--- config.mk ---
export PLATFORM = sky130hd
export DESIGN_NAME = ir_rx
export DESIGN_NICKNAME = d
export VERILOG_FILES = /design/src/rtl/ir_rx_pkg.sv /design/src/rtl/ir_rx_edge.sv /design/src/rtl/ir_rx_timer.sv /design/src/rtl/ir_rx_shift.sv /design/src/rtl/ir_rx.sv
export SDC_FILE = /design/constraint.sdc
export NUM_CORES = 1
export LEC_CHECK = 0
export BUFFER_PORTS_ARGS = -buffer_cell sky130_fd_sc_hd__buf_2
export CAP_MARGIN = 20
export CORE_MARGIN = 10
export CORE_UTILIZATION = 40
export CTS_CLUSTER_DIAMETER = 100
export DETAILED_ROUTE_END_ITERATION = 8
export PLACE_DENSITY_LB_ADDON = 0.25
export SLEW_MARGIN = 15
export SYNTH_ARGS = -nofsm -noshare
export SYNTH_HDL_FRONTEND = slang
export SYNTH_HIERARCHICAL = 1
export SYNTH_SLANG_ARGS = --single-unit
--- constraint.sdc ---
create_clock -name clk -period 3.5 [get_ports clk]
set_clock_uncertainty 0.05 [all_clocks]
set_input_delay 0.7 -clock clk [delete_from_list [all_inputs] [get_ports clk]]
set_output_delay 0.7 -clock clk [all_outputs]
set_load 0.01 [all_outputs]
--- src/rtl/ir_rx_pkg.sv ---
package ir_rx_pkg;

  typedef enum logic [1:0] {
    ST_HUNT    = 2'd0,
    ST_LEAD_LO = 2'd1,
    ST_LEAD_HI = 2'd2,
    ST_DATA    = 2'd3
  } rx_state_e;

  // inclusive window test on tick counts
  function automatic logic in_window(input int unsigned v,
                                     input int unsigned lo,
                                     input int unsigned hi);
    return (v >= lo) && (v <= hi);
  endfunction

  // bit decision from a falling-edge to falling-edge period
  function automatic logic bit_value(input int unsigned period,
                                     input int unsigned thr);
    return period >= thr;
  endfunction

  // limit reached test used by both completion detectors
  function automatic logic limit_hit(input logic armed,
                                     input int unsigned cnt,
                                     input int unsigned thr);
    return armed && (cnt >= thr);
  endfunction

endpackage

--- src/rtl/ir_rx_edge.sv ---
module ir_rx_edge (
  input  logic clk,
  input  logic rst_n,
  input  logic rx_n,
  output logic fall,
  output logic rise
);
  logic prev_q;

  always_ff @(posedge clk or negedge rst_n) begin
    if (!rst_n) prev_q <= 1'b1;
    else        prev_q <= rx_n;
  end

  assign fall = prev_q & ~rx_n;
  assign rise = ~prev_q & rx_n;
endmodule

--- src/rtl/ir_rx_timer.sv ---
module ir_rx_timer #(
  parameter int CNT_W = 10
) (
  input  logic             clk,
  input  logic             rst_n,
  input  logic             zero,
  input  logic             restart,
  input  logic             tick,
  output logic [CNT_W-1:0] cnt
);
  localparam logic [CNT_W-1:0] CNT_MAX = '1;

  function automatic logic [CNT_W-1:0] step(input logic [CNT_W-1:0] c,
                                            input logic t);
    if (t && (c != CNT_MAX)) return c + 1'b1;
    return c;
  endfunction

  always_ff @(posedge clk or negedge rst_n) begin
    if (!rst_n)       cnt <= '0;
    else if (zero)    cnt <= '0;
    else if (restart) cnt <= CNT_W'(tick);
    else              cnt <= step(cnt, tick);
  end
endmodule

--- src/rtl/ir_rx_shift.sv ---
module ir_rx_shift #(
  parameter int MAX_BITS = 72,
  parameter int WORD_W   = 24,
  localparam int NWORDS  = (MAX_BITS + WORD_W - 1) / WORD_W,
  localparam int TOT_W   = NWORDS * WORD_W,
  localparam int BCW     = $clog2(MAX_BITS + 1)
) (
  input  logic                clk,
  input  logic                rst_n,
  input  logic                clear,
  input  logic                push,
  input  logic                bit_in,
  output logic [MAX_BITS-1:0] data,
  output logic [BCW-1:0]      count
);
  localparam logic [BCW-1:0] FULL = BCW'(MAX_BITS);

  logic [WORD_W-1:0] word_q [NWORDS];
  logic [NWORDS-1:0] carry;
  logic [TOT_W-1:0]  flat;
  logic              accept;

  assign accept   = push && (count != FULL);
  assign carry[0] = bit_in;

  for (genvar w = 0; w < NWORDS; w++) begin : g_word
    if (w < NWORDS - 1) begin : g_link
      assign carry[w+1] = word_q[w][WORD_W-1];
    end
    always_ff @(posedge clk or negedge rst_n) begin
      if (!rst_n)      word_q[w] <= '0;
      else if (clear)  word_q[w] <= '0;
      else if (accept) word_q[w] <= {word_q[w][WORD_W-2:0], carry[w]};
    end
    assign flat[w*WORD_W +: WORD_W] = word_q[w];
  end

  assign data = flat[MAX_BITS-1:0];

  always_ff @(posedge clk or negedge rst_n) begin
    if (!rst_n)      count <= '0;
    else if (clear)  count <= '0;
    else if (accept) count <= count + 1'b1;
  end
endmodule

--- src/rtl/ir_rx.sv ---
module ir_rx
  import ir_rx_pkg::*;
#(
  parameter int CNT_W    = 10,
  parameter int MAX_BITS = 72,
  parameter int WORD_W   = 24,
  localparam int BCW     = $clog2(MAX_BITS + 1)
) (
  input  logic                clk,
  input  logic                rst_n,
  input  logic                rx_n,
  input  logic                tick,
  input  logic                en,
  input  logic                leaderless,
  input  logic                ldr_ie,
  input  logic                fall_ie,
  input  logic                cyc_end_en,
  input  logic                low_end_en,
  input  logic [CNT_W-1:0]    lead_lo_min,
  input  logic [CNT_W-1:0]    lead_lo_max,
  input  logic [CNT_W-1:0]    lead_hi_min,
  input  logic [CNT_W-1:0]    lead_hi_max,
  input  logic [CNT_W-1:0]    bit_thr,
  input  logic [CNT_W-1:0]    cyc_end_thr,
  input  logic [CNT_W-1:0]    low_end_thr,
  output logic [MAX_BITS-1:0] rx_buf,
  output logic [BCW-1:0]      rx_bits,
  output logic                leader_seen,
  output logic                frame_done,
  output logic                end_by_cyc,
  output logic                end_by_low,
  output logic                busy,
  output logic                irq_leader,
  output logic                irq_fall,
  output logic                irq_done
);

  rx_state_e state, state_n;

  // named internal events, also observed by the checker
  logic ev_fall, ev_rise;
  logic ev_end_cyc, ev_end_low, ev_complete;
  logic lead_accept, frame_start, sh_push;
  logic tmr_zero, tmr_restart;
  logic lo_ok, hi_ok, lo_over, hi_over;
  logic still_low;
  logic [CNT_W-1:0]    cnt;
  logic [MAX_BITS-1:0] sh_data;
  logic [BCW-1:0]      sh_count;
  logic                sh_bit;

  ir_rx_edge u_edge (
    .clk  (clk),
    .rst_n(rst_n),
    .rx_n (rx_n),
    .fall (ev_fall),
    .rise (ev_rise)
  );

  ir_rx_timer #(.CNT_W(CNT_W)) u_timer (
    .clk    (clk),
    .rst_n  (rst_n),
    .zero   (tmr_zero),
    .restart(tmr_restart),
    .tick   (tick),
    .cnt    (cnt)
  );

  ir_rx_shift #(.MAX_BITS(MAX_BITS), .WORD_W(WORD_W)) u_shift (
    .clk   (clk),
    .rst_n (rst_n),
    .clear (frame_start),
    .push  (sh_push),
    .bit_in(sh_bit),
    .data  (sh_data),
    .count (sh_count)
  );

  assign lo_ok   = in_window(32'(cnt), 32'(lead_lo_min), 32'(lead_lo_max));
  assign hi_ok   = in_window(32'(cnt), 32'(lead_hi_min), 32'(lead_hi_max));
  assign lo_over = cnt > lead_lo_max;
  assign hi_over = cnt > lead_hi_max;
  assign sh_bit  = bit_value(32'(cnt), 32'(bit_thr));

  assign ev_end_cyc = en && (state == ST_DATA) &&
                      limit_hit(cyc_end_en, 32'(cnt), 32'(cyc_end_thr));
  assign ev_end_low = en && (state == ST_DATA) &&
                      limit_hit(low_end_en && still_low, 32'(cnt), 32'(low_end_thr));
  assign ev_complete = ev_end_cyc || ev_end_low;

  always_comb begin
    state_n     = state;
    tmr_zero    = 1'b0;
    tmr_restart = 1'b0;
    frame_start = 1'b0;
    lead_accept = 1'b0;
    sh_push     = 1'b0;
    if (!en) begin
      state_n  = ST_HUNT;
      tmr_zero = 1'b1;
    end else begin
      unique case (state)
        ST_HUNT: begin
          if (ev_fall) begin
            tmr_restart = 1'b1;
            if (leaderless) begin
              state_n     = ST_DATA;
              frame_start = 1'b1;
            end else begin
              state_n = ST_LEAD_LO;
            end
          end else begin
            tmr_zero = 1'b1;
          end
        end
        ST_LEAD_LO: begin
          if (ev_rise) begin
            if (lo_ok) begin
              state_n     = ST_LEAD_HI;
              tmr_restart = 1'b1;
            end else begin
              state_n  = ST_HUNT;
              tmr_zero = 1'b1;
            end
          end else if (lo_over) begin
            state_n  = ST_HUNT;
            tmr_zero = 1'b1;
          end
        end
        ST_LEAD_HI: begin
          if (ev_fall) begin
            tmr_restart = 1'b1;
            if (hi_ok) begin
              state_n     = ST_DATA;
              frame_start = 1'b1;
              lead_accept = 1'b1;
            end else begin
              state_n = ST_LEAD_LO;
            end
          end else if (hi_over) begin
            state_n  = ST_HUNT;
            tmr_zero = 1'b1;
          end
        end
        ST_DATA: begin
          if (ev_complete) begin
            state_n  = ST_HUNT;
            tmr_zero = 1'b1;
          end else if (ev_fall) begin
            sh_push     = 1'b1;
            tmr_restart = 1'b1;
          end
        end
        default: begin
          state_n  = ST_HUNT;
          tmr_zero = 1'b1;
        end
      endcase
    end
  end

  always_ff @(posedge clk or negedge rst_n) begin
    if (!rst_n) state <= ST_HUNT;
    else        state <= state_n;
  end

  // line still low since the last data falling edge
  always_ff @(posedge clk or negedge rst_n) begin
    if (!rst_n)                          still_low <= 1'b0;
    else if (!en || ev_complete)         still_low <= 1'b0;
    else if (frame_start || sh_push)     still_low <= 1'b1;
    else if (ev_rise)                    still_low <= 1'b0;
  end

  // interrupt pulses
  always_ff @(posedge clk or negedge rst_n) begin
    if (!rst_n) begin
      irq_leader <= 1'b0;
      irq_fall   <= 1'b0;
      irq_done   <= 1'b0;
    end else begin
      irq_leader <= lead_accept & ldr_ie;
      irq_fall   <= (frame_start | sh_push) & fall_ie;
      irq_done   <= ev_complete;
    end
  end

  // status flags
  always_ff @(posedge clk or negedge rst_n) begin
    if (!rst_n) begin
      leader_seen <= 1'b0;
      frame_done  <= 1'b0;
    end else begin
      if (!en)              leader_seen <= 1'b0;
      else if (lead_accept) leader_seen <= 1'b1;
      if (frame_start)      frame_done <= 1'b0;
      else if (ev_complete) frame_done <= 1'b1;
    end
  end

  // published results, overwritten by every completion
  always_ff @(posedge clk or negedge rst_n) begin
    if (!rst_n) begin
      rx_buf     <= '0;
      rx_bits    <= '0;
      end_by_cyc <= 1'b0;
      end_by_low <= 1'b0;
    end else if (ev_complete) begin
      rx_buf     <= sh_data;
      rx_bits    <= sh_count;
      end_by_cyc <= ev_end_cyc;
      end_by_low <= ev_end_low;
    end
  end

  assign busy = (state != ST_HUNT);

endmodule

## Yosys cells after proc, flatten, opt, wreduce, memory -nomap -nowiden

Cells that the tools add are included.

- Flip-flop bits (word level): 179
- Bits of input ports: 80
- Output and inout port bits: 87
- Logic and storage cells: 125

- Add/sub/neg operators: 2
- Magnitude comparators: 9
- Eq/ne operators: 10
- Multiplexer cells: 58
- Bitwise operators: 7
- Reduce and logical (&&, ||, !) cells: 22

Operators by type and width:

| cell | number |
|---|---|
| $mux W24 | 6 |
| $ge A10 B10 Y1 | 5 |
| $mux W10 | 4 |
| $mux W1 | 32 |
| $gt A10 B10 Y1 | 2 |
| $le A10 B10 Y1 | 2 |
| $mux W2 | 10 |
| $mux W7 | 2 |
| $add A10 B1 Y10 const B | 1 |
| $logic_and A1 B1 Y1 | 10 |
| $ne A10 B10 Y1 const B | 1 |
| $ne A4 B4 Y1 const B | 2 |
| $pmux W2 S4 | 1 |
| $add A7 B1 Y7 const B | 1 |
| $ne A7 B7 Y1 const B | 1 |
| $ne A3 B3 Y1 const B | 2 |
| $reduce_bool A2 Y1 | 3 |
| $reduce_bool A3 Y1 | 2 |
| $and A1 B1 Y1 | 4 |
| $eq A2 B2 Y1 const B | 2 |
| $pmux W1 S4 | 1 |
| $reduce_and A4 Y1 | 1 |
| $logic_or A1 B1 Y1 | 3 |
| $pmux W1 S3 | 1 |
| other kinds (8) | 9 |

## Logic depth before layout (Yosys ltp)

Gate-level depths: netlist of run 1.

- Word-level depth: 12
- Mapped depth: 14
- Gate-level depth less buffers: 12

## Hierarchy

The synthesis of run 1 kept the hierarchy.

Modules (own cells, without submodules):

| module | instances | cells an instance | area an instance (um2) | seq. area each (um2) |
|---|---|---|---|---|
| ir_rx_shift | 1 | 620 | 5,298.8 | 1,976.9 |
| ir_rx | 1 | 453 | 5,180.0 | 2,227.1 |
| ir_rx_timer | 1 | 59 | 575.6 | 250.2 |
| ir_rx_edge | 1 | 3 | 41.3 | 26.3 |

## Least setup slack after synthesis of run 1

Ideal clock, no wire load.

- Kind: in2reg
- From: input lead_hi_max[3]
- To: register u_shift.count[0]
- Setup time: 0.133 ns
- Data arrival time: 2.865 ns
- Data required time: 3.317 ns
- Slack: 0.451 ns
- Stages on the path: 14
- Buffers on the path: 3
- Cell sequence: inv_1 -> ha_1 -> and3_1 -> o21ai_0 -> a31oi_1 -> o21bai_1 -> a31oi_1 -> nor2_1 -> buf_4 -> clkbuf_1 -> buf_4 -> nor2_1 -> a31oi_1 -> o211ai_1

- Word-level cells in the longest chain between the ends: 7
- Elaborated cells between the ends (all ways): 8
- Classes of those cells: 1 x order compare; 5 x mux; 2 x reduce/logical

RTL lines:

| what | line | RTL |
|---|---|---|
| start: declaration | ir_rx.sv:22 | `input logic [CNT_W-1:0] lead_hi_max,` |
| $le A10 B10 Y1 * | ir_rx_pkg.sv:14 | `return (v >= lo) && (v <= hi);` |
| $logic_and A1 B1 Y1 * | ir_rx_pkg.sv:14 |  |
| $mux W1 * | ir_rx.sv:133 | `if (hi_ok) begin` |
| $mux W1 * | ir_rx.sv:131 | `if (ev_fall) begin` |
| $pmux W1 S2 * | ir_rx.sv:102 | `unique case (state)` |
| $mux W1 * | ir_rx.sv:98 | `if (!en) begin` |
| via frame_start | ir_rx.sv:43 | `logic lead_accept, frame_start, sh_push;` |
| $mux W7 or $reduce_bool A2 Y1 (tied branches) | - |  |
| end signal: assignment | ir_rx_shift.sv:43 | `else if (accept) count <= count + 1'b1;` |
| end: declaration | ir_rx_shift.sv:14 | `output logic [BCW-1:0] count` |

The timed path passes the listed nets; every way through them passes the cells marked *.
A chain may end at the register's enable or synchronous reset.

## Worst setup path after layout of run 1

- From: register u_timer.cnt[0]
- To: register u_shift.word_q (netlist bit u_shift/data[34])

- Word-level cells in the longest chain between the ends: 9
- Elaborated cells between the ends (all ways): 20
- Classes of those cells: 4 x order compare; 8 x mux; 8 x reduce/logical

RTL lines:

| what | line | RTL |
|---|---|---|
| start: declaration | ir_rx_timer.sv:9 | `output logic [CNT_W-1:0] cnt` |
| start signal: assignment | ir_rx_timer.sv:22 | `else if (restart) cnt <= CNT_W'(tick);` |
| start signal: assignment | ir_rx_timer.sv:23 | `else cnt <= step(cnt, tick);` |
| $ge A10 B10 Y1 | ir_rx_pkg.sv:27 | `return armed && (cnt >= thr);` |
| $logic_and A1 B1 Y1 | ir_rx_pkg.sv:27 |  |
| $logic_and A1 B1 Y1, on equally long branches | ir_rx.sv:85, ir_rx.sv:87 |  |
| $logic_or A1 B1 Y1 * | ir_rx.sv:89 | `assign ev_complete = ev_end_cyc \|\| ev_end_low;` |
| $mux W1 * | ir_rx.sv:146 | `if (ev_complete) begin` |
| $mux W1 * | ir_rx.sv:102 |  |
| $mux W1 * | ir_rx.sv:98 |  |
| via sh_push | ir_rx.sv:43 |  |
| $logic_and A1 B1 Y1 * | ir_rx_shift.sv:23 | `assign accept = push && (count != FULL);` |
| $reduce_bool A2 Y1 (no source line) * | - |  |
| end signal: indexed assignment | ir_rx_shift.sv:33 | `else if (accept) word_q[w] <= {word_q[w][WORD_W-2:0], carry[w]};` |
| end: declaration | ir_rx_shift.sv:18 | `logic [WORD_W-1:0] word_q [NWORDS];` |

Marks and branches as above.

==> reports/qor.yml, run 1 <==
synth:
  syn_nets: 1288
  synth_compound_area_share_pct: 15.40
  synth_fa_ha_area_share_pct: 8.232
  async_flop_share_pct: 100.0
  ys_seq_area_share_pct: 40.38
  synthMuxAreaShare_pct: 8.209
  ys.warnings.count: 6
  syn_avg_cell_area_um2: 9.776
  synth_xor_area_share_pct: 0.2368
  ys_seq_elements: 179
  ys.flop_type: "dfrtp_1"
  synth_edf_count: 0
  syn_inst: 1135
  synthSimpleGateAreaFrac_pct: 20.32
  syn_area_mm2: 0.01110
  synth_top_family_by_area: "simple AND/OR/NAND/NOR gates"
  synth.distinct_cells: 66
setup_path:
  path_common_cell: "buf_12"
  worstSetupEndpointType: "register"
  critPathKind: "reg2reg"
  required_ns: 3.73
  crit_family: "compound AO/OA/AOI/OAI gates"
  critPathBufInv: 4
  critPathMaxFanout: 33
  cpMaxStageDelayCell: "dfrtp_1"
  cp-start-kind: "register"
  worstPathArrival_ns: 3.43
  cpPeakStageDelay_ns: 0.43
  worstPathCellList: "inv_1 > ha_1 > nand2b_1 > a211oi_1 > nor3_1 > o311ai_4 > nand4_1 > inv_6 > buf_12 > buf_12 > nor3b_1 > a31oi_1 > o211ai_1"
global_routing:
  grt_max_degree: 94
  grt_overflow: 0
  grtUsageTotal_pct: 16.07
  grt_pass1_vias: 8929
  antenna_found_initial: 0
  grt_pass1_wl_um: 47600
power_and_ir_drop:
  p_per_area_mw_per_mm2: 345.3
  leakagePower_nw: 6.354
  vdd_drop_max_mv: 0.2026
clocking:
  clk_pin_slew_ns: 0.07
  clock_latency_ns: 0.42
  cts_sinks: 179
  cts_tree: "built"
  numCtsBuffers: 17
  cts-root-buf: "clkbuf_16"
  clock_path_buffers: 2
  htree_levels: 4
  hold_buffers: 0
floorplan:
  initial_core_util_pct: 40.94
  die_area_mm2: 0.03480
  rows: 60
  io_pins: 167
  fp.dieH_um: 186.6
  die_w_um: 186.6
  coreArea_mm2: 0.02710
routing:
  dr.pass1.iters: 5
  via_count: 9127
  wire_per_inst_um: 17.37
  detail-route-antenna-nets: 0
  drtIter0Drc: 681
  wl_um: 28680
  drc: 0
  vias_per_cell: 5.528
flow_run:
  drv_cap: 0
run_status:
  status: "completed"
placed_design:
  numPortBuffers: 166
  gp_congestion: 0.8415
  dp_hpwl_um: 19440
sta:
  fmax_mhz: 312.6
  min_period_ns: 3.199
  fin_tns_setup_ns: 0
  drv_slew: 0
  setup_violations: 0
  worst_pin_slew_ns: 0.8458
  final_hold_viol_count: 0
  timing.final.crit_share_pct: 91.41
  slew_headroom_pct: 43.61
  rsz0062_at_grt: "false"
  holdWs_ns: 0.3038
final_layout:
  num-nets-final: 1419
  utilization_pct: 47.84
  area_growth_pct: 16.85
  drive_gt1_share_pct: 26.58
  antenna_cells: 0
worst_hold_path:
  hold_class: "in2async"
layout make-up:
class                      count  area, um2
timing repair buffer         203       1255
sequential                   179       4483
clock inverter                13      172.7
multi-input combinational    785       5841
inverter                      80      305.3
fill                        2575      14140
clock buffer                  19      442.9
tap                          372      465.4
power breakdown:
part,leakage (nW),internal [mW],switching (mW)
Clock,0.298,1.16,0.860
Sequential,2.49,2.08,0.0169
Combinational,3.56,0.114,0.250
Total,6.35,3.35,1.13
synthesized netlist by cell type, drive strengths merged, types with 2 or more instances:
cell / n / area share (%)
a32oi: 6 / 0.47
nand2b: 6 / 0.34
or2: 3 / 0.17
nor3: 5 / 0.23
a211oi: 12 / 0.86
nand2: 98 / 3.4
or3: 3 / 0.17
nand4: 77 / 4.4
nor2b: 71 / 4.0
nand3b: 3 / 0.20
o21a: 2 / 0.14
buf: 48 / 3.0
and4: 2 / 0.18
nor2: 18 / 0.61
o31ai: 4 / 0.27
a31oi: 72 / 4.1
o211ai: 75 / 5.1
o311ai: 2 / 0.32
ha: 73 / 8.2
inv: 79 / 2.7
dfrtp: 178 / 40
and3: 4 / 0.32
mux2: 80 / 8.1
a41oi: 6 / 0.47
o21bai: 2 / 0.14
nand4b: 7 / 0.55
a21oi: 22 / 0.99
clkbuf: 43 / 1.6
nand3: 16 / 0.72
xor2: 2 / 0.16
nor3b: 68 / 4.6
a21o: 8 / 0.54
o2111ai: 2 / 0.16
o21ai: 19 / 0.89
worst paths after layout:
path	startpoint	to	slack, ns	depth (start not counted)
min in group clk	rx_n	u_edge/prev_q$_DFF_PN1_	0.35	1
setup reg to reg	u_timer/cnt[0]$_DFFE_PN0P_	u_shift/data[34]$_DFFE_PN0P_	0.30	13
hold reg to reg	end_by_low$_DFFE_PN0P_	end_by_low$_DFFE_PN0P_	0.43	2
setup / recovery	u_timer/cnt[0]$_DFFE_PN0P_	u_shift/data[34]$_DFFE_PN0P_	0.30	13
max in group asynchronous	rst_n	u_edge/prev_q$_DFF_PN1_	2.23	2
hold / removal	rst_n	rx_buf[51]$_DFFE_PN0P_	0.30	1
registers in the layout (all words and copies together), names as in the netlist:
name           flops
u_timer/cnt       10
irq_done           1
frame_done         1
u_shift/data      72
state              2
still_low          1
u_edge/prev_q      1
irq_leader         1
irq_fall           1
u_shift/count      7
rx_bits            7
end_by_cyc         1
end_by_low         1
leader_seen        1
rx_buf            72
logic make-up after synthesis:
kind of cell	after synthesis
buffers and inverters	171
XOR/XNOR	3
multiplexers	81
adder cells (fa/ha/maj)	73
AND/OR/NAND/NOR	385
AO/OA/AOI/OAI	243
flip-flops	179
metal layers:
layer	track usage, %	up-vias	wire (um)	part of all wire, %
li1	-	4441	-	-
met1	21.87	4432	13800	48
met2	25.71	237	13210	46
met3	3.333	17	1380	4.8
met4	3.505	0	301	1.0
met5	0	-	0	0
timing repair:
item,CTS,global route
endpoints found under the setup margin,0,9
buffers inserted,0,0
resized for setup,0,3
layout by cell type, fill, tap and decap left out, drive strengths merged, types with 2 or more instances in the layout:
| master | netlist | layout |
|---|---|---|
| inv | 79 | 84 |
| nor3b | 68 | 68 |
| a31oi | 72 | 72 |
| nand2 | 98 | 98 |
| nand2b | 6 | 6 |
| a41oi | 6 | 6 |
| xor2 | 2 | 2 |
| ha | 73 | 73 |
| mux2 | 80 | 80 |
| o311ai | 2 | 2 |
| clkinvlp | 0 | 2 |
| a211oi | 12 | 12 |
| o31ai | 4 | 4 |
| o21a | 2 | 2 |
| clkinv | 1 | 4 |
| a21oi | 22 | 22 |
| and3 | 4 | 4 |
| nand3 | 16 | 16 |
| nand4 | 77 | 77 |
| nand4b | 7 | 7 |
| or2 | 3 | 3 |
| buf | 48 | 202 |
| o21ai | 19 | 19 |
| o2111ai | 2 | 2 |
| clkbuf | 43 | 20 |
| a32oi | 6 | 6 |
| nor3 | 5 | 5 |
| o21bai | 2 | 2 |
| nand3b | 3 | 3 |
| bufinv | 0 | 3 |
| o211ai | 75 | 75 |
| and4 | 2 | 2 |
| or3 | 3 | 3 |
| nor2b | 71 | 71 |
| a21o | 8 | 8 |
| dfrtp | 178 | 178 |
| nor2 | 18 | 18 |
metrics by stage:
step	setup WS, ns	std cells	power (mW)	cell area [um2]
after floorplan	0.4513	1135	2.324	11100
after global placement	0.1496	1619	2.493	12340
after detailed placement	0.09585	1619	2.500	12340
after CTS	0.2350	1651	4.545	12950
after global routing	0.03594	1651	4.663	12960
final	0.3005	1651	4.476	12960
Power figures use the tool's default switching activity.
==> inputs of run 2 (changes only) <==
--- a/config.mk
+++ b/config.mk
@@ -12,6 +12,7 @@
 export CTS_CLUSTER_DIAMETER = 100
 export DETAILED_ROUTE_END_ITERATION = 8
 export PLACE_DENSITY_LB_ADDON = 0.25
+export REMOVE_ABC_BUFFERS = 1
 export SLEW_MARGIN = 15
 export SYNTH_ARGS = -nofsm -noshare
 export SYNTH_HDL_FRONTEND = slang
==> reports/qor.yml, run 2 (synthesis results as in run 1) <==
run_status:
  status: "completed"
clocking:
  hold_buffers: 0  # unchanged
  cts_resized: 0  # unchanged
  cts_setup_buffers: 0  # unchanged
  htree_levels: 4  # unchanged
  cts_sinks: 179  # unchanged
  clock_path_buffers: 2  # unchanged
  cts-root-buf: "clkbuf_16"
  clk_pin_slew_ns: 0.07  # about the same
  cts_tree: "built"
  clock_latency_ns: 0.43  # about the same
  numCtsBuffers: 17  # unchanged
routing:
  via_count: 8966  # -1.8%
  wire_per_inst_um: 16.99  # -2.2%
  drc: 0  # unchanged
  detail-route-antenna-nets: 0  # unchanged
  wl_um: 27940  # -2.6%
  vias_per_cell: 5.454  # -1.3%
  dr.pass1.iters: 5  # unchanged
  drtIter0Drc: 805  # +18%
global_routing:
  grt_overflow: 0  # unchanged
  grtUsageTotal_pct: 15.80  # -0.27 points
  grt_pass1_wl_um: 46900  # -1.5%
  antenna_found_initial: 0  # unchanged
  grt_max_degree: 87  # -7.4%
  grt_pass1_vias: 8853  # -0.85%
placed_design:
  dp_hpwl_um: 19000  # -2.3%
  gp_congestion: 0.8454  # +0.46%
  pre_cts_slack_ns: 0.1277  # +0.03188 ns
  numPortBuffers: 166  # unchanged
final_layout:
  ff_latch_area_mm2: 0.004482  # about the same
  layout_commonest_cell: "dfrtp_1"
  utilization_pct: 47.32  # -0.52 points
  drive_gt1_share_pct: 25.96  # -0.62 points
  final_cell_mix: "dfrtp_1, buf_2, nand2_1"
  area_growth_pct: 15.58
  multi_input_area_mm2: 0.005832  # -0.15%
  num-nets-final: 1411  # -0.56%
  fillerInstances: 2576  # +0.039%
setup_path:
  r2r-start: "u_timer/cnt[7]$_DFFE_PN0P_"
  critPathKind: "reg2reg"
  cp-start-kind: "register"
  critPathMaxFanout: 51  # +55%
  rr_worst_depth: 10  # -3
  required_ns: 3.80  # +0.07 ns
  rrSetupSlack_ns: 0.27  # -0.03 ns
  worstSetupEndpointType: "register"
  worstPathArrival_ns: 3.52  # +0.09 ns
  timing.rr.end: "u_shift/data[47]$_DFFE_PN0P_"
sta:
  rsz0062_at_grt: "false"
  fmax_mhz: 309.8  # -0.87%
  fin_tns_setup_ns: 0  # unchanged
  drv_slew: 0  # unchanged
  final_hold_viol_count: 0  # unchanged
  timing.final.ws_setup_ns: 0.2726  # -0.02794 ns
  timing.final.crit_share_pct: 92.21  # +0.80 points
  worst_pin_slew_ns: 0.8586  # +0.01278 ns
  min_period_ns: 3.227  # +0.02794 ns
  setup_violations: 0  # unchanged
  slew_headroom_pct: 42.76  # -0.85 points
worst_hold_path:
  hold_class: "in2async"
floorplan:
  io_pins: 167  # unchanged
  die_w_um: 186.6  # unchanged
  fp.dieH_um: 186.6  # unchanged
  coreArea_mm2: 0.02710  # unchanged
  rows: 60  # unchanged
  initial_core_util_pct: 40.94  # unchanged
  die_area_mm2: 0.03480  # unchanged
power_and_ir_drop:
  leakagePower_nw: 6.293  # -0.97%
  vdd_drop_max_mv: 0.3346  # +65%
  p_per_area_mw_per_mm2: 336.6  # -2.5%
flow_run:
  drv_cap: 0  # unchanged
==> run 2: changes by cell type in the layout (fill, tap and decap cells not counted), sizes merged <==
cell | previous run | this run
clkbuf | 20 | 18
clkinv | 4 | 6
bufinv | 3 | 0
diode | 0 | 1
buf | 202 | 194
inv | 84 | 88
clkinvlp | 2 | 1
==> run 2: critical path: stages (launching register included) <==
cell and delay (ns):
dfrtp_1 0.67, ha_1 0.37, a2111oi_0 0.41, nand2_1 0.11, a41o_1 0.25, a31oi_1 0.34
nor2_4 0.11, buf_12 0.21, nor2b_1 0.36, a32oi_1 0.16, o211ai_1 0.12
==> run 2: how the worst max path moves through the flow <==
stage                     cells after the start                           end                        from
after floorplan                              11   u_shift/data[0]$_DFFE_PN0P_              lead_hi_max[3]
after detailed placement                     11  u_shift/count[0]$_DFFE_PN0P_              lead_hi_min[0]
final                                        10  u_shift/data[47]$_DFFE_PN0P_  u_timer/cnt[7]$_DFFE_PN0P_
after CTS                                     9  u_shift/count[0]$_DFFE_PN0P_  u_timer/cnt[7]$_DFFE_PN0P_
after global placement                       11  u_shift/count[0]$_DFFE_PN0P_              lead_hi_min[0]
after global routing                         10  u_shift/data[61]$_DFFE_PN0P_  u_timer/cnt[7]$_DFFE_PN0P_
==> run 2: stage by stage <==
step / area [um2] / total power [mW] / std cells / hold WS [ns]
after detailed placement: 12250 / 2.494 / 1611 / 0.4281
after CTS: 12820 / 4.372 / 1643 / 0.3168
final: 12820 / 4.317 / 1644 / 0.2772
after floorplan: 10600 / 2.298 / 1044 / 0.3544
after global placement: 12250 / 2.492 / 1611 / 0.4189
after global routing: 12820 / 4.498 / 1643 / 0.3172
==> run 2: routing by layer <==
layer	global-route usage, %	vias to the layer above	share of wire, %
met1	20.61	4302	46
met2	25.76	208	48
met5	0	-	0
met3	3.575	27	4.7
li1	-	4429	-
met4	4.249	0	1.3
==> run 2: power by group <==
part	switching [mW]	internal (mW)	leakage, nW	total (mW)
sequential	0.0144	2.08	2.49	2.09
combinational	0.249	0.114	3.52	0.363
clock	0.916	0.948	0.281	1.86
==> run 2: layout make-up <==
cell class / instances / share of cell area [%]
flip-flops and latches: 179 / 34.95
multi-input cells: 785 / 45.47
well taps: 372 / 3.629
clock buffers: 17 / 3.317
clock inverters: 15 / 1.112
diodes: 1 / 0.01951
repair buffers: 195 / 9.122
inverters: 80 / 2.380
==> inputs of run 3 (changes only) <==
==> constraint.sdc (replaced) <==
create_clock -name clk -period 3.5 [get_ports clk]
set_clock_uncertainty 0.05 [all_clocks]
set_input_delay 0.525 -clock clk [delete_from_list [all_inputs] [get_ports clk]]
set_output_delay 0.525 -clock clk [all_outputs]
set_load 0.01 [all_outputs]
==> reports/qor.yml, run 3 (synthesis results as in run 1) <==
run_status:
  status: "completed"
final_layout:
  fillerInstances: 2549  # -1.0%
  layout_commonest_cell: "dfrtp_1"
  antenna_cells: 0  # -1
  num-nets-final: 1413  # +0.14%
  final_cell_mix: "dfrtp_1, buf_2, nand2_1"
  area_growth_pct: 16.46
  drive_gt1_share_pct: 26.16  # +0.19 points
setup_path:
  critPathMaxFanout: 39  # -24%
  rrSetupSlack_ns: 0.25  # -0.02 ns
  cp-start-kind: "register"
  r2r-start: "u_timer/cnt[0]$_DFFE_PN0P_"
  worstPathArrival_ns: 3.53  # about the same
  required_ns: 3.79  # about the same
  worstSetupEndpointType: "register"
  rr_worst_depth: 13  # +3
  critPathKind: "reg2reg"
  timing.rr.end: "u_shift/data[67]$_DFFE_PN0P_"
floorplan:
  fp.dieH_um: 186.6  # unchanged
  die_area_mm2: 0.03480  # unchanged
  coreArea_mm2: 0.02710  # unchanged
  initial_core_util_pct: 40.94  # unchanged
  rows: 60  # unchanged
  io_pins: 167  # unchanged
  die_w_um: 186.6  # unchanged
routing:
  drtIter0Drc: 762  # -5.3%
  via_count: 8998  # +0.36%
  vias_per_cell: 5.470  # +0.30%
  wire_per_inst_um: 17.07  # +0.43%
  dr.pass1.iters: 5  # unchanged
  wl_um: 28070  # +0.49%
  drc: 0  # unchanged
  detail-route-antenna-nets: 0  # unchanged
sta:
  min_period_ns: 3.246  # +0.01823 ns
  final_hold_viol_count: 0  # unchanged
  timing.final.ws_setup_ns: 0.2543  # -0.01823 ns
  drv_slew: 0  # unchanged
  worst_pin_slew_ns: 0.8723  # +0.01378 ns
  holdWs_ns: 0.1201  # -0.1571 ns
  timing.final.crit_share_pct: 92.73  # +0.52 points
  setup_violations: 0  # unchanged
  fmax_mhz: 308.1  # -0.56%
  slew_headroom_pct: 41.84  # -0.92 points
  rsz0062_at_grt: "false"
clocking:
  cts_tree: "built"
  htree_levels: 4  # unchanged
  cts_sinks: 179  # unchanged
  cts-root-buf: "clkbuf_16"
  clock_path_buffers: 2  # unchanged
  clk_pin_slew_ns: 0.08  # about the same
  clock_latency_ns: 0.44  # about the same
  numCtsBuffers: 17  # unchanged
  cts_setup_buffers: 0  # unchanged
placed_design:
  numPortBuffers: 166  # unchanged
  pre_cts_slack_ns: 0.2046  # +0.07687 ns
  dp_hpwl_um: 18860  # -0.76%
  gp_congestion: 0.8782  # +3.9%
power_and_ir_drop:
  vdd_drop_max_mv: 0.3357  # +0.33%
  p_total_mw: 4.388  # +1.6%
  leakagePower_nw: 6.325  # +0.52%
  p_per_area_mw_per_mm2: 339.6  # +0.88%
global_routing:
  grt_max_degree: 149  # +71%
  grt_overflow: 0  # unchanged
  grt_pass1_wl_um: 46500  # -0.85%
  antenna_found_initial: 0  # unchanged
  grtUsageTotal_pct: 15.78  # -0.024 points
  grt_pass1_vias: 8868  # +0.17%
worst_hold_path:
  hold_class: "in2async"
flow_run:
  drv_cap: 0  # unchanged
[run 3: cell types whose count changed in the layout (fill, tap and decap cells not counted), sizes merged]
cell / before / now
clkinv: 6 / 9
diode: 1 / 0
clkinvlp: 1 / 0
buf: 194 / 196
inv: 88 / 86
[run 3: worst max-delay path by stage]
stage | endpoint | cells past startpoint | slack (ns) | start
floorplan | u_shift/data[0]$_DFFE_PN0P_ | 11 | -4.96 | lead_hi_max[3]
global placement | u_shift/data[21]$_DFFE_PN0P_ | 13 | 0.21 | u_timer/cnt[0]$_DFFE_PN0P_
detailed placement | u_shift/data[44]$_DFFE_PN0P_ | 13 | 0.20 | u_timer/cnt[0]$_DFFE_PN0P_
CTS | u_shift/data[67]$_DFFE_PN0P_ | 13 | 0.14 | u_timer/cnt[0]$_DFFE_PN0P_
global route | u_timer/cnt[6]$_DFFE_PN0P_ | 13 | 0.01 | u_timer/cnt[0]$_DFFE_PN0P_
finish | u_shift/data[67]$_DFFE_PN0P_ | 13 | 0.25 | u_timer/cnt[0]$_DFFE_PN0P_
[run 3: timing repair]
action	4_1_cts	5_1_grt
endpoints found under the setup margin	0	13
hold buffers	0	0
resized for setup	0	1
[run 3: worst max-delay path, cell delays in order, from the launching register on]
cell and delay (ns):
dfrtp_1 0.44, inv_1 0.25, ha_1 0.29, nand2b_1 0.14, a211oi_1 0.22, o21ai_0 0.21, a41o_1 0.33, a31oi_2 0.28
nor2_4 0.08, buf_12 0.18, buf_12 0.17, nor2b_1 0.20, nand4_1 0.12, o211ai_1 0.17
[run 3: report_power, final]
group,internal (mW),switching (mW)
Combinational,0.114,0.248
Clock,0.973,0.964
Sequential,2.08,0.0142
[run 3: final cells by class]
type	instances	area [um2]	share of cell area [%]
sequential	179	4482	34.68
clock inverter	15	183.9	1.423
inverter	80	305.3	2.363
clock buffer	17	425.4	3.292
tap	372	465.4	3.602
timing repair buffer	197	1222	9.460
multi-input combinational	785	5838	45.18
[run 3: per-stage QoR]
step	area [um2]	std cells	setup TNS, ns	util (%)
after floorplan	10600	1044	-298.79	-
after global placement	12310	1613	0	45.41
after detailed placement	12310	1613	0	45.41
after CTS	12920	1645	0	47.66
after global routing	12920	1645	0	47.68
final	12920	1645	0	47.68
[run 3: layer usage]
metal	GRT usage (%)	wire, um	vias to the layer above
li1	-	-	4440
met1	20.55	13010	4329
met2	25.47	13200	203
met3	3.631	1450	26
met4	4.777	412	0
met5	0	0	-
